===== config.mk =====
export PLATFORM = sky130hd
export DESIGN_NAME = cmdrsp_fifo_engine
export DESIGN_NICKNAME = d
export VERILOG_FILES = /design/src/rtl/cre_pkg.sv /design/src/rtl/cre_cmd_rx.sv /design/src/rtl/cre_rsp_tx.sv /design/src/rtl/cmdrsp_fifo_engine.sv
export SDC_FILE = /design/constraint.sdc
export NUM_CORES = 1
export LEC_CHECK = 0
export CORE_MARGIN = 2
export CORE_UTILIZATION = 50
export CTS_CLUSTER_SIZE = 10
export DETAILED_ROUTE_END_ITERATION = 10
export PLACE_DENSITY = 0.7
export SLEW_MARGIN = 20
export SYNTH_ARGS = -nofsm -noshare
export SYNTH_HDL_FRONTEND = slang
export SYNTH_SLANG_ARGS = --single-unit

===== constraint.sdc =====
create_clock -name clk -period 7.9 [get_ports clk]
set_input_delay 0.79 -clock clk [delete_from_list [all_inputs] [get_ports clk]]
set_output_delay 0.79 -clock clk [all_outputs]
set_load 0.01 [all_outputs]

===== src/rtl/cre_pkg.sv =====
package cre_pkg;

  typedef enum logic [2:0] {
    ST_READY,
    ST_RECV,
    ST_FULL,
    ST_EXEC,
    ST_RESP,
    ST_DONE
  } eng_state_e;

  localparam int HDR_BYTES    = 10;
  localparam int LEN_LAST_IDX = 5;

  localparam int B_VALID  = 7;
  localparam int B_CREADY = 6;
  localparam int B_GO     = 5;
  localparam int B_AVAIL  = 4;
  localparam int B_EXPECT = 3;
  localparam int B_OVF    = 2;

  // Response byte generator for the executor stub.
  function automatic logic [7:0] rsp_byte(input logic [15:0] idx,
                                          input logic [15:0] total);
    logic [7:0] v;
    case (idx)
      16'd0:   v = 8'h80;
      16'd1:   v = 8'hC4;
      16'd2:   v = 8'h00;
      16'd3:   v = 8'h00;
      16'd4:   v = total[15:8];
      16'd5:   v = total[7:0];
      default: v = 8'(idx[7:0] * 8'd7 + 8'h11);
    endcase
    return v;
  endfunction

endpackage


===== src/rtl/cre_cmd_rx.sv =====
module cre_cmd_rx
  import cre_pkg::*;
#(
  parameter int DEPTH = 64,
  parameter int CNT_W = $clog2(DEPTH + 1)
) (
  input  logic             clk,
  input  logic             rst_n,
  input  logic             clr_i,
  input  logic             wr_i,
  input  logic [7:0]       wdata_i,
  output logic             hdr_bad_o,
  output logic             last_o,
  output logic [CNT_W-1:0] cnt_o
);

  localparam logic [CNT_W-1:0] LEN_LO = CNT_W'(2);
  localparam logic [CNT_W-1:0] LEN_HI = CNT_W'(LEN_LAST_IDX);

  logic [CNT_W-1:0] cnt_q, cnt_d;
  logic [31:0]      len_q, len_d, len_full;
  logic             en;

  assign len_full = {len_q[23:0], wdata_i};

  always_comb begin
    cnt_d = cnt_q;
    len_d = len_q;
    en    = clr_i | wr_i;
    if (clr_i) begin
      cnt_d = '0;
      len_d = '0;
    end else if (wr_i) begin
      cnt_d = cnt_q + 1'b1;
      if (cnt_q >= LEN_LO && cnt_q <= LEN_HI) len_d = len_full;
    end
  end

  always_ff @(posedge clk or negedge rst_n) begin
    if (!rst_n) begin
      cnt_q <= '0;
      len_q <= '0;
    end else if (en) begin
      cnt_q <= cnt_d;
      len_q <= len_d;
    end
  end

  assign hdr_bad_o = wr_i && (cnt_q == LEN_HI) &&
                     (len_full > 32'(DEPTH) || len_full < 32'(HDR_BYTES));
  assign last_o    = wr_i && (cnt_q > LEN_HI) && (len_q == 32'(cnt_q) + 32'd1);
  assign cnt_o     = cnt_q;

  // a bad declared length must clear the receive counters
  p_hdr_abort_r4: assert property (@(posedge clk) disable iff (!rst_n)
    hdr_bad_o |-> clr_i);
  // the count of accepted bytes never passes the buffer depth
  p_cnt_bound_r2: assert property (@(posedge clk) disable iff (!rst_n)
    cnt_q <= CNT_W'(DEPTH));

endmodule


===== src/rtl/cre_rsp_tx.sv =====
module cre_rsp_tx
  import cre_pkg::*;
#(
  parameter int RESP_LEN    = 14,
  parameter int EXEC_CYCLES = 20,
  parameter int IDX_W       = $clog2(RESP_LEN + 1),
  parameter int TMR_W       = $clog2(EXEC_CYCLES + 1)
) (
  input  logic             clk,
  input  logic             rst_n,
  input  logic             clr_i,
  input  logic             start_i,
  input  logic             exec_i,
  input  logic             pop_i,
  output logic             done_o,
  output logic             last_o,
  output logic [7:0]       byte_o,
  output logic [IDX_W-1:0] left_o
);

  localparam logic [IDX_W-1:0] LAST_IDX = IDX_W'(RESP_LEN - 1);

  logic [TMR_W-1:0] tmr_q, tmr_d;
  logic [IDX_W-1:0] idx_q, idx_d;
  logic             en;

  always_comb begin
    tmr_d = tmr_q;
    idx_d = idx_q;
    en    = clr_i | start_i | exec_i | pop_i;
    if (clr_i) begin
      tmr_d = '0;
      idx_d = '0;
    end else if (start_i) begin
      tmr_d = TMR_W'(EXEC_CYCLES);
      idx_d = '0;
    end else begin
      if (exec_i && tmr_q != '0) tmr_d = tmr_q - 1'b1;
      if (pop_i) idx_d = idx_q + 1'b1;
    end
  end

  always_ff @(posedge clk or negedge rst_n) begin
    if (!rst_n) begin
      tmr_q <= '0;
      idx_q <= '0;
    end else if (en) begin
      tmr_q <= tmr_d;
      idx_q <= idx_d;
    end
  end

  assign done_o = exec_i && (tmr_q == TMR_W'(1));
  assign last_o = pop_i && (idx_q == LAST_IDX);
  assign byte_o = rsp_byte(16'(idx_q), 16'(RESP_LEN));
  assign left_o = IDX_W'(RESP_LEN) - idx_q;

  // the read index never runs past the response length
  p_idx_bound_r8: assert property (@(posedge clk) disable iff (!rst_n)
    idx_q <= IDX_W'(RESP_LEN));
  // a go loads the full execution window
  p_start_load_r6: assert property (@(posedge clk) disable iff (!rst_n)
    (start_i && !clr_i) |=> tmr_q == TMR_W'(EXEC_CYCLES));

endmodule


===== src/rtl/cmdrsp_fifo_engine.sv =====
module cmdrsp_fifo_engine
  import cre_pkg::*;
#(
  parameter int                ADDR_W      = 12,
  parameter int                DEPTH       = 64,
  parameter int                RESP_LEN    = 14,
  parameter int                EXEC_CYCLES = 20,
  parameter logic [ADDR_W-1:0] STS_OFS     = 12'h018,
  parameter logic [ADDR_W-1:0] FIFO_OFS    = 12'h024
) (
  input  logic              clk,
  input  logic              rst_n,
  input  logic              bus_wr,
  input  logic              bus_rd,
  input  logic [ADDR_W-1:0] bus_addr,
  input  logic [7:0]        bus_wdata,
  output logic [7:0]        bus_rdata
);

  localparam int CNT_W = $clog2(DEPTH + 1);
  localparam int IDX_W = $clog2(RESP_LEN + 1);
  localparam int TMR_W = $clog2(EXEC_CYCLES + 1);
  localparam logic [ADDR_W-1:0] BURST_LO = STS_OFS + ADDR_W'(1);
  localparam logic [ADDR_W-1:0] BURST_HI = STS_OFS + ADDR_W'(2);

  eng_state_e       state_q, state_d;
  logic             ovf_q, ovf_d, acc_q, acc_d;
  logic             sts_sel, fifo_sel, fifo_wr, fifo_rd;
  logic             ready_wr, go_wr, accept_wr, pop, start;
  logic             hdr_bad, last_wr, done, last_rd, clr_rx;
  logic [CNT_W-1:0] cnt;
  logic [IDX_W-1:0] left;
  logic [7:0]       rsp_data, sts;
  logic [15:0]      burst;
  logic             receiving;

  assign sts_sel   = (bus_addr == STS_OFS);
  assign fifo_sel  = (bus_addr == FIFO_OFS);
  assign fifo_wr   = bus_wr && fifo_sel;
  assign fifo_rd   = bus_rd && fifo_sel;
  assign ready_wr  = bus_wr && sts_sel && bus_wdata[B_CREADY];
  assign go_wr     = bus_wr && sts_sel && bus_wdata[B_GO] && !bus_wdata[B_CREADY];
  assign receiving = (state_q == ST_READY) || (state_q == ST_RECV);
  assign accept_wr = fifo_wr && receiving;
  assign pop       = fifo_rd && (state_q == ST_RESP);
  assign start     = go_wr && (state_q == ST_FULL);
  assign clr_rx    = ready_wr || hdr_bad;

  cre_cmd_rx #(.DEPTH(DEPTH), .CNT_W(CNT_W)) u_rx (
    .clk       (clk),
    .rst_n     (rst_n),
    .clr_i     (clr_rx),
    .wr_i      (accept_wr),
    .wdata_i   (bus_wdata),
    .hdr_bad_o (hdr_bad),
    .last_o    (last_wr),
    .cnt_o     (cnt)
  );

  cre_rsp_tx #(.RESP_LEN(RESP_LEN), .EXEC_CYCLES(EXEC_CYCLES),
               .IDX_W(IDX_W), .TMR_W(TMR_W)) u_tx (
    .clk     (clk),
    .rst_n   (rst_n),
    .clr_i   (ready_wr),
    .start_i (start),
    .exec_i  (state_q == ST_EXEC),
    .pop_i   (pop),
    .done_o  (done),
    .last_o  (last_rd),
    .byte_o  (rsp_data),
    .left_o  (left)
  );

  // next state
  always_comb begin
    state_d = state_q;
    ovf_d   = ovf_q;
    acc_d   = fifo_wr || fifo_rd;
    if (ready_wr) begin
      state_d = ST_READY;
      ovf_d   = 1'b0;
    end else begin
      if (fifo_wr && !accept_wr) ovf_d = 1'b1;
      case (state_q)
        ST_READY, ST_RECV: begin
          if (accept_wr) begin
            if (hdr_bad)      state_d = ST_READY;
            else if (last_wr) state_d = ST_FULL;
            else              state_d = ST_RECV;
          end
        end
        ST_FULL: if (start)   state_d = ST_EXEC;
        ST_EXEC: if (done)    state_d = ST_RESP;
        ST_RESP: if (last_rd) state_d = ST_DONE;
        default: state_d = state_q;
      endcase
    end
  end

  always_ff @(posedge clk or negedge rst_n) begin
    if (!rst_n) begin
      state_q <= ST_READY;
      ovf_q   <= 1'b0;
      acc_q   <= 1'b0;
    end else begin
      state_q <= state_d;
      ovf_q   <= ovf_d;
      acc_q   <= acc_d;
    end
  end

  always_comb begin
    sts           = '0;
    sts[B_VALID]  = !acc_q;
    sts[B_CREADY] = (state_q == ST_READY);
    sts[B_AVAIL]  = (state_q == ST_RESP);
    sts[B_EXPECT] = receiving;
    sts[B_OVF]    = ovf_q;
  end

  always_comb begin
    case (state_q)
      ST_READY, ST_RECV, ST_FULL: burst = 16'(DEPTH) - 16'(cnt);
      ST_RESP:                    burst = 16'(left);
      default:                    burst = '0;
    endcase
  end

  always_comb begin
    if (bus_addr == STS_OFS)       bus_rdata = sts;
    else if (bus_addr == BURST_LO) bus_rdata = burst[7:0];
    else if (bus_addr == BURST_HI) bus_rdata = burst[15:8];
    else if (fifo_sel)             bus_rdata = (state_q == ST_RESP) ? rsp_data : 8'hFF;
    else                           bus_rdata = 8'h00;
  end

  // command-ready wins over everything else in its cycle
  p_abort_r9: assert property (@(posedge clk) disable iff (!rst_n)
    ready_wr |=> state_q == ST_READY);
  // go on a complete command enters execution
  p_go_exec_r6: assert property (@(posedge clk) disable iff (!rst_n)
    start |=> state_q == ST_EXEC);
  // go outside a complete command leaves the state alone
  p_go_ignored_r7: assert property (@(posedge clk) disable iff (!rst_n)
    (go_wr && (receiving || state_q == ST_RESP || state_q == ST_DONE)) |=> $stable(state_q));
  // valid drops for one cycle after a FIFO access
  p_valid_drop_r10: assert property (@(posedge clk) disable iff (!rst_n)
    (fifo_wr || fifo_rd) |=> !sts[B_VALID]);
  // overflow flag holds until command-ready
  p_ovf_sticky_r5: assert property (@(posedge clk) disable iff (!rst_n)
    (ovf_q && !ready_wr) |=> ovf_q);
  // the last response byte read ends delivery
  p_deliver_end_r8: assert property (@(posedge clk) disable iff (!rst_n)
    (last_rd && !ready_wr) |=> state_q == ST_DONE);

endmodule


# --- Word level (Yosys, flattened, before mapping) ---
# Cells that the tools add are included.
totals:
  register_bits: 53
  in_bits: 24
  output_inout_bits: 8
  elab_cells: 115
classes:
  add_sub_neg: 7
  mul: 1
  order_cmp: 5
  eq_ne: 21
  n_mux: 28
  n_bitwise: 4
  reduce_logical: 42
ops:
  columns: ["cell", "n"]
  rows:
  - ["$mux W32", 3]
  - ["$mux W8", 5]
  - ["$eq A12 B5 Y1 const B", 3]
  - ["$eq A32 B32 Y1", 1]
  - ["$gt A32 B7 Y1 const B", 1]
  - ["$lt A32 B4 Y1 const B", 1]
  - ["$pmux W16 S2", 1]
  - ["$pmux W8 S4", 1]
  - ["$logic_and A1 B1 Y1", 18]
  - ["$mux W3", 5]
  - ["$mux W5", 3]
  - ["$mux W7", 2]
  - ["$eq A12 B6 Y1 const B", 1]
  - ["$mux W4", 3]
  - ["$pmux W3 S4", 1]
  - ["$reduce_bool A5 Y1", 2]
  - ["$ne A3 B3 Y1 const B", 3]
  - ["$add A7 B1 Y8 const B", 1]
  - ["$add A7 B5 Y8 const B", 1]
  - ["$eq A4 B2 Y1 const B", 2]
  - ["$eq A4 B3 Y1 const B", 2]
  - ["$sub A7 B7 Y8 const A", 1]
  - ["$add A7 B1 Y7 const B", 1]
  - ["$eq A7 B3 Y1 const B", 1]
  - ["other kinds (28)", 45]

# --- Longest topological paths before layout ---
# Gate-level depths: netlist of the first run.
logic_depth:
  word_depth: 10
  mapped_depth: 11
  ltp_nobuf: 11

# --- Cells and area by module ---
# Synthesis of the first run repeated with hierarchy kept, for this count alone.
hier_totals:
  hier_cells: 483
  hier_area_um2: 4015.1
modules_own_cells:
  columns: ["module", "n_inst", "cells_per_inst", "area_per_inst_um2", "seq_area_each_um2"]
  rows:
  - ["cre_cmd_rx", 1, 243, 2060.7, 975.9]
  - ["cre_rsp_tx", 1, 112, 999.7, 225.2]
  - ["cmdrsp_fifo_engine", 1, 128, 954.7, 125.1]

# --- Worst setup path after synthesis of the first run ---
# No wires, ideal clock.
synth_path:
  kind: "reg2out"
  start: "reg u_tx.idx_q[2]"
  end: "out bus_rdata[6]"
  arrival_time_ns: 2.912
  required_ns: 7.110
  path_slack_ns: 4.198
  path_stages_with_launch: 12
  n_path_buf: 0
  path_cell_list: "dfrtp_1 -> inv_1 -> fa_1 -> inv_1 -> ha_1 -> ha_1 -> a31o_2 -> a21o_1 -> a21oi_1 -> xor2_1 -> a21oi_1 -> o21ai_0"
synth_between:
  elab_chain_cells: 8
  elab_cells_between_ends: 15
synth_rtl:
  columns: ["element", "line", "rtl"]
  rows:
  - ["from (decl)", "cre_rsp_tx.sv:24", "logic [IDX_W-1:0] idx_q, idx_d;"]
  - ["from (signal assigned)", "cre_rsp_tx.sv:49", "idx_q <= idx_d;"]
  - ["$mul A4 B3 Y7 (tied with other cells)", "cre_pkg.sv:33", "default: v = 8'(idx[7:0] * 8'd7 + 8'h11);"]
  - ["$add A7 B5 Y8 / $reduce_or A3 Y1 (equally long branches)", null, null]
  - ["$pmux W8 S4 (*)", "cre_pkg.sv:26", "case (idx)"]
  - ["$mux W8 (*) (2 in series)", "cmdrsp_fifo_engine.sv:133", "else if (fifo_sel) bus_rdata = (state_q == ST_RESP) ? rsp_data : 8'hFF;"]
  - ["$mux W8 (*)", "cmdrsp_fifo_engine.sv:132", "else if (bus_addr == BURST_HI) bus_rdata = burst[15:8];"]
  - ["$mux W8 (*)", "cmdrsp_fifo_engine.sv:131", "else if (bus_addr == BURST_LO) bus_rdata = burst[7:0];"]
  - ["$mux W8 (*)", "cmdrsp_fifo_engine.sv:130", "if (bus_addr == STS_OFS) bus_rdata = sts;"]
  - ["to (decl)", "cmdrsp_fifo_engine.sv:17", "output logic [7:0] bus_rdata"]
# Mark *: on every way between the ends. The rest lies on a longest branch, timed or not.

# --- Worst setup path after layout of the first run ---
layout_path:
  start: "reg u_tx.idx_q[2]"
  end: "out bus_rdata[7]"
# The elaborated chain is that of the path after synthesis.

==> results_tabular.tex, run 1 <==
\begin{tabular}{lr}
\hline
Metric & Value \\
\hline
\multicolumn{2}{l}{\textbf{Detailed routing}} \\
Number of design rule violations left after detail routing & 0 \\
Vias per cell & 5.90 \\
Average wire per cell in the routed design & 16.1 um \\
Number of optimization iterations in the first detailed-route pass & 4 \\
Number of nets with antenna violations after detailed routing & 0 \\
Number of DRC markers after the initial detailed-route iteration & 206 \\
Wire length after detailed routing & 9150 um \\
Routed via count & 3,363 \\
\multicolumn{2}{l}{\textbf{Setup path}} \\
Worst r2r path cells & 8 \\
Critical Path Max Stage Delay & around 0.54 ns \\
Reg-to-reg endpoint & state\_q[0] \\
Critical Path Sink Type & output pin \\
Reg-to-reg critical path startpoint & u\_rx.cnt\_o[0] \\
Crit path max fanout & 8 \\
Kind of critical path & flop to output pin \\
Origin of the worst setup path & u\_tx.idx\_q[2] \\
Data required time at the worst endpoint & 7.11 ns \\
Worst-path cell with the longest stage delay & dfrtp\_1 \\
R2r setup slk & 4.69 ns \\
Delay-heaviest family, CP & compound AO/OA/AOI/OAI gates \\
Critical path cell sequence & inv\_1, fa\_1, inv\_1, ha\_1, ha\_1, a31o\_2, a21o\_1, a21oi\_1, o311ai\_0, a221oi\_1, a21oi\_1, clkdlybuf4s50\_1 \\
Number of buffer and inverter instances along the worst setup path & 3 \\
CP startpoint kind & flop \\
Worst endpoint data arrival time & slightly below 4 ns \\
\multicolumn{2}{l}{\textbf{Timing}} \\
Transition at the pin with the smallest max-transition slack & $\sim$0.97 ns \\
Final setup skew & $\sim$0.011 ns \\
RSZ-0062 raised after global routing & false \\
Final Hold Vio Count & 0 \\
Final setup margin & about 3.2 ns \\
Minimum period implied by the final worst setup slack & 4.70 ns \\
Setup violators final & 0 \\
Setup Total Neg Slack & 0 ns \\
Worst relative slew slack & 0.352 \\
Final max-slew violation count & 0 \\
Final period util & 0.595 \\
Achievable clock frequency & 213 MHz \\
\multicolumn{2}{l}{\textbf{Clock tree}} \\
Clock net sink count & 53 \\
Hold-fix buffer count after cts & 0 \\
CTS Root Buffer Type & clkbuf\_8 \\
Later-pin clock latency in the skew report & 0.31 ns \\
Post-CTS setup buffer count & 0 \\
Number of buffers created by CTS & 5 \\
Number of gates resized after CTS & 0 \\
Clock input transition at the sequential cells of the worst setup and hold paths & 0.10 ns \\
Max clock buf depth & 2 \\
CTS tree & built \\
CTS H-tree depth & 2 \\
\multicolumn{2}{l}{\textbf{Logic synthesis}} \\
Total standard cell area after synthesis & 3770 um2 \\
Async set-reset flop share out of synthesis & 1.00 \\
Unique masters post-synth & 60 \\
Net count of the mapped netlist & 504 \\
Sequential fraction of the synthesis area & 0.352 \\
Main combinational cell family by area after synthesis & simple AND/OR/NAND/NOR gates \\
Synthesized area per cell & 8.32 um2 \\
Warning count from the yosys run & 0 \\
Share of cell area taken by muxes after synthesis & 0.0163 \\
Simple-gate area share of the yosys netlist & 0.248 \\
Synthesized instance count & between 400 and 500 \\
Adder and majority gate portion of the synthesized area & 0.0956 \\
Flip-flop and latch count after synthesis & 53 \\
Post-synthesis compound-gate area fraction & 0.179 \\
Post-Synth XOR/XNOR Area & 0.0604 \\
Number of enable-type register cells in the synthesized netlist & 0 \\
Main synth FF type & dfrtp\_1 \\
\multicolumn{2}{l}{\textbf{Hold path}} \\
Type of the most critical hold path & flop to flop \\
Worst hold path startpoint & ovf\_q \\
Worst Hold Path Cells & 2 \\
Endpoint, Worst Hold & ovf\_q \\
\multicolumn{2}{l}{\textbf{Floorplan}} \\
Die H & a little over 90 um \\
Number of top-level pins & 32 \\
Floorplan die width & just over 90 um \\
Number of core rows & 31 \\
Die Area & about 8000 um2 \\
Area of the placeable core & 7290 um2 \\
Initial core utilization & 0.517 \\
\multicolumn{2}{l}{\textbf{Cells and area}} \\
Share of final-layout standard cells stronger than drive strength 1 & 0.0510 \\
Count of filler cells inserted in the layout & 724 \\
Final core utilization & 0.577 \\
Area growth from synthesis to final layout & 11.6\% \\
Area of the multi-input gates & 2280 um2 \\
\# diodes & 0 \\
Total Nets Final & 521 \\
Flip-flop and latch area & about 1300 um2 \\
\multicolumn{2}{l}{\textbf{Run status}} \\
Outcome & finished clean \\
\multicolumn{2}{l}{\textbf{Placement}} \\
Buffers on Ports & 31 \\
Worst setup slack before clock tree synthesis & 3.53 ns \\
GPL Wtd Cong & $\sim$0.96 \\
Post-detail-place hpwl & around 6700 um \\
\multicolumn{2}{l}{\textbf{Global routing}} \\
Initial antenna violation count & 0 \\
Global-route wire length before repair & 15,300 um \\
Vias in the first global route & 3,203 \\
Remaining global-route overflow & 0 \\
Largest net degree at the start of global routing & 54 \\
All-Layer GR Usage & 0.228 \\
\multicolumn{2}{l}{\textbf{Power and ir drop}} \\
P\_leak & between 1.5 and 2 nW \\
Peak supply drop & 0.0000948 V \\
Power density over the cells & approximately 130 nW/um2 \\
Total power & about 530 uW \\
\multicolumn{2}{l}{\textbf{Job}} \\
Count of max-cap constraint violations & 0 \\
\hline
\end{tabular}
## registers in the layout (all words and copies together), names as in the netlist
register    flops
u_rx.len_q     32
u_rx.cnt_o      7
u_tx.tmr_q      5
u_tx.idx_q      4
state_q         3
acc_q           1
ovf_q           1
## worst max-delay path by stage
stage	endpoint	cells past startpoint
6_report	bus_rdata[7]	12
2_1_floorplan	bus_rdata[6]	11
4_1_cts	bus_rdata[7]	12
5_1_grt	bus_rdata[7]	12
3_5_place_dp	bus_rdata[7]	12
3_3_place_gp	bus_rdata[7]	12
## cells in the mapped netlist, types with 3 or more instances
| cell type | instances | area, um2 |
|---|---|---|
| nand2_1 | 89 | 334 |
| a21oi_1 | 56 | 280 |
| dfrtp_1 | 53 | 1330 |
| nor2_1 | 35 | 131 |
| ha_1 | 24 | 300 |
| inv_1 | 17 | 63.8 |
| xnor2_1 | 17 | 149 |
| clkbuf_1 | 15 | 56.3 |
| nor3_1 | 14 | 70.1 |
| o21ai_0 | 14 | 70.1 |
| nor4_1 | 11 | 68.8 |
| nand4_1 | 10 | 62.6 |
| nand3_1 | 9 | 45.0 |
| xor2_1 | 9 | 78.8 |
| mux2i_1 | 5 | 50.1 |
| or4_1 | 5 | 37.5 |
| and3_1 | 4 | 25.0 |
| a31oi_1 | 3 | 18.8 |
| buf_4 | 3 | 22.5 |
| fa_1 | 3 | 60.1 |
## tightest hold or removal path, delay by kind of cell (launching register included)
| kind | cells | cell delay [ns] |
|---|---|---|
| AO/OA/AOI/OAI | 1 | 0.05 |
| flip-flops | 1 | 0.35 |
| AND/OR/NAND/NOR | 1 | 0.08 |
## area by class of cell
type,count,share of cell area
multi-input combinational,360,0.543
timing repair buffer,33,0.0761
clock buffer,5,0.0164
inverter,17,0.0152
tap,99,0.0294
clock inverter,3,0.00506
sequential,53,0.315
## cell families after synthesis
family          count (synthesis)
buf+inv                        40
xor+xnor                       26
fa+ha+maj                      27
simple gates                  197
compound gates                104
flops                          53
mux                             6
## layer usage
layer  part of all wire  track usage
met1               0.46        0.312
met2               0.48        0.376
met3              0.045       0.0376
met4              0.010       0.0606
met5                  0            0
## per-stage QoR
| step | hold WS (ns) | std cells | instance area, um2 |
|---|---|---|---|
| CTS | 0.515 | 570 | 4190 |
| finish | 0.519 | 570 | 4210 |
| global placement | 0.477 | 562 | 4100 |
| detailed placement | 0.490 | 562 | 4100 |
| floorplan | 0.463 | 453 | 3770 |
| global route | 0.557 | 570 | 4210 |
## report_power, final
part	switching, mW	internal [mW]	total, mW
Combinational	0.0423	0.0327	0.0750
Clock	0.0970	0.0632	0.160
Sequential	0.0135	0.279	0.293
## cells in the final DEF (no fill, tap or decap), types with 3 or more instances in the layout
cell / n
a2111oi_4: 3
a21oi_1: 56
a31oi_1: 3
and3_1: 4
clkbuf_8: 5
clkdlybuf4s50_1: 30
dfrtp_1: 53
fa_1: 3
ha_1: 24
inv_1: 17
mux2i_1: 5
nand2_1: 89
nand3_1: 9
nand4_1: 10
nor2_1: 35
nor3_1: 14
nor4_1: 11
o21ai_0: 14
or4_1: 5
xnor2_1: 17
xor2_1: 9
Power figures use the tool's default switching activity.
==> run 2, diff against run 1 <==
Clock period 7.9 ns to 4.9 ns, I/O delays scaled along.
==> results_tabular.tex, run 2 (synthesis results as in run 1) <==
\begin{tabular}{lr}
\hline
Metric & Value \\
\hline
\multicolumn{2}{l}{\textbf{Run status}} \\
Outcome & finished clean \\
\multicolumn{2}{l}{\textbf{Setup path}} \\
Reg-to-reg critical path startpoint & u\_rx.cnt\_o[0] \\
Critical Path Sink Type & output pin \\
Worst-path cell with the longest stage delay & clkdlybuf4s50\_1 \\
Delay-heaviest family, CP & adder cells \\
Crit path max fanout & 8 \\
Data required time at the worst endpoint & 4.41 ns \\
Critical path cell sequence & inv\_1, fa\_1, inv\_1, ha\_1, ha\_1, a31o\_2, a21o\_1, a21oi\_1, xor2\_1, a21oi\_1, o21ai\_0, clkdlybuf4s50\_1 \\
Reg-to-reg endpoint & state\_q[0] \\
Worst r2r path cells & 8 \\
Critical Path Max Stage Delay & 0.57 ns \\
Worst endpoint data arrival time & 3.96 ns \\
CP startpoint kind & flop \\
Number of buffer and inverter instances along the worst setup path & 3 \\
R2r setup slk & 1.55 ns \\
Kind of critical path & flop to output pin \\
\multicolumn{2}{l}{\textbf{Clock tree}} \\
Number of gates resized after CTS & 0 \\
Max clock buf depth & 2 \\
Clock input transition at the sequential cells of the worst setup and hold paths & 0.10 ns \\
CTS tree & built \\
CTS Root Buffer Type & clkbuf\_8 \\
Number of buffers created by CTS & 5 \\
Later-pin clock latency in the skew report & 0.31 ns \\
CTS H-tree depth & 2 \\
Post-CTS setup buffer count & 0 \\
Clock net sink count & 53 \\
Hold-fix buffer count after cts & 0 \\
\multicolumn{2}{l}{\textbf{Floorplan}} \\
Number of top-level pins & 32 \\
Die H & 90.8 um \\
Die Area & 8250 um2 \\
Number of core rows & 31 \\
Floorplan die width & 90.8 um \\
Area of the placeable core & 7290 um2 \\
Initial core utilization & 0.517 \\
\multicolumn{2}{l}{\textbf{Cells and area}} \\
Area growth from synthesis to final layout & 12.0\% \\
Share of final-layout standard cells stronger than drive strength 1 & 0.0489 \\
Flip-flop count of the largest register, all copies and words added & 32 \\
Most frequent cells in the layout & nand2\_1 (89), a21oi\_1 (56), dfrtp\_1 (53), nor2\_1 (35), clkdlybuf4s50\_1 (30) \\
Top reg by flops & u\_rx.len\_q \\
Count of filler cells inserted in the layout & just under 700 \\
Post-route cell area & 4220 um2 \\
\# diodes & 0 \\
Most common cell after layout, fill and taps aside & nand2\_1 \\
Final Non-Filler Cells & 569 \\
Total Nets Final & 521 \\
\multicolumn{2}{l}{\textbf{Timing}} \\
Setup Total Neg Slack & 0 ns \\
Final setup skew & approximately 0.014 ns \\
Setup violators final & 0 \\
Worst relative slew slack & 0.332 \\
Final period util & 0.908 \\
RSZ-0062 raised after global routing & false \\
Final Hold Vio Count & 0 \\
Final max-slew violation count & 0 \\
Transition at the pin with the smallest max-transition slack & 1.00 ns \\
Minimum period implied by the final worst setup slack & 4.45 ns \\
Achievable clock frequency & 225 MHz \\
\multicolumn{2}{l}{\textbf{Global routing}} \\
All-Layer GR Usage & 0.226 \\
Global-route wire length before repair & 15,300 um \\
Largest net degree at the start of global routing & between 50 and 60 \\
Initial antenna violation count & 0 \\
Remaining global-route overflow & 0 \\
Vias in the first global route & 3,147 \\
\multicolumn{2}{l}{\textbf{Power and ir drop}} \\
Net switching component of the power & 230 uW \\
P\_leak & 1.75 nW \\
Peak supply drop & 0.000198 V \\
Power density over the cells & 209 nW/um2 \\
Fraction of power consumed by sequential logic & 0.535 \\
Proportion of total power due to net switching & 0.261 \\
Share of power burned in the clock network & 0.331 \\
Total power & 881 uW \\
P\_int & 652 uW \\
Combinational share of power & 0.134 \\
\multicolumn{2}{l}{\textbf{Placement}} \\
Total placed instance area & 4100 um2 \\
Buffers on Ports & 31 \\
Placed instance count & between 500 and 600 \\
GPL Wtd Cong & 0.919 \\
Post-detail-place hpwl & 6680 um \\
\multicolumn{2}{l}{\textbf{Detailed routing}} \\
Vias per cell & 5.85 \\
Highest signal layer in the routed design & met4 \\
Routed wire length on met2 & approximately 4400 um \\
Routed via count & between 3,000 and 4,000 \\
Average wire per cell in the routed design & about 16 um \\
Number of optimization iterations in the first detailed-route pass & 5 \\
Detailed-route wire length on metal 1 & 4160 um \\
Number of nets with antenna violations after detailed routing & 0 \\
Number of DRC markers after the initial detailed-route iteration & 199 \\
Number of design rule violations left after detail routing & 0 \\
Sum of met3 wire segment lengths after detailed routing & 407 um \\
Wire length after detailed routing & 9100 um \\
\multicolumn{2}{l}{\textbf{Hold path}} \\
Type of the most critical hold path & input port to async pin \\
\multicolumn{2}{l}{\textbf{Job}} \\
Count of max-cap constraint violations & 0 \\
\hline
\end{tabular}
[run 2: changes by cell type in the layout (fill, tap and decap cells not counted)]
cell,previous run,this run
clkinvlp_4,1,0
bufinv_16,0,1
inv_6,1,0
[run 2: cell type report]
cell class	instances	area (um2)	area share
clock buffers	5	68.8	0.0163
flip-flops and latches	53	1330	0.314
inverters	17	63.8	0.0151
well taps	99	124	0.0294
repair buffers	33	320	0.0759
clock inverters	2	35.0	0.00830
multi-input cells	360	2280	0.541
[run 2: worst register-to-register path, delay by kind of cell (launching register included)]
kind | cells | cell delay, ns
compound gates | 1 | 0.70
xor+xnor | 1 | 0.16
fa+ha+maj | 1 | 0.41
buf+inv | 1 | 0.18
flops | 1 | 0.70
mux | 1 | 0.29
simple gates | 3 | 0.78
[run 2: metrics by stage]
step	hold slack (ns)	utilization	worst slack, ns
floorplan	0.194	-	1.50
global route	0.328	0.579	0.260
detailed placement	0.488	0.563	0.806
global placement	0.481	0.563	0.937
CTS	0.312	0.577	0.459
finish	0.271	0.579	0.450
[run 2: power by group through the flow]
stage	Sequential, mW	Clock [mW]	Combinational [mW]
6_report	0.472	0.292	0.118
5_1_grt	0.476	0.316	0.134
4_1_cts	0.471	0.298	0.118
3_5_place_dp	0.480	0	0.117
3_3_place_gp	0.479	0	0.116
2_1_floorplan	0.468	0	0.0796
[run 2: layer usage]
metal | vias up | GRT usage
li1 | 1636 | -
met5 | - | 0
met4 | 0 | 0.0518
met2 | 103 | 0.382
met3 | 9 | 0.0326
met1 | 1583 | 0.307
[run 2: how the worst max path moves through the flow]
stage	startpoint	end	slack (ns)	cells after the start
2_1_floorplan	u_tx.idx_q[2]	bus_rdata[6]	1.50	11
3_3_place_gp	u_tx.idx_q[2]	bus_rdata[7]	0.94	12
3_5_place_dp	u_tx.idx_q[2]	bus_rdata[6]	0.81	12
4_1_cts	u_tx.idx_q[2]	bus_rdata[6]	0.46	12
5_1_grt	u_tx.idx_q[2]	bus_rdata[6]	0.26	12
6_report	u_tx.idx_q[2]	bus_rdata[6]	0.45	12
==> run 3, diff against run 2 <==
Settings changed: ABC_CLOCK_PERIOD_IN_PS from default to 4900, CTS_CLUSTER_SIZE 10 to default, HOLD_SLACK_MARGIN from default to 0.02.
==> results of run 3 <==
The final DEF is identical to that of run 2; final timing and power are the same.
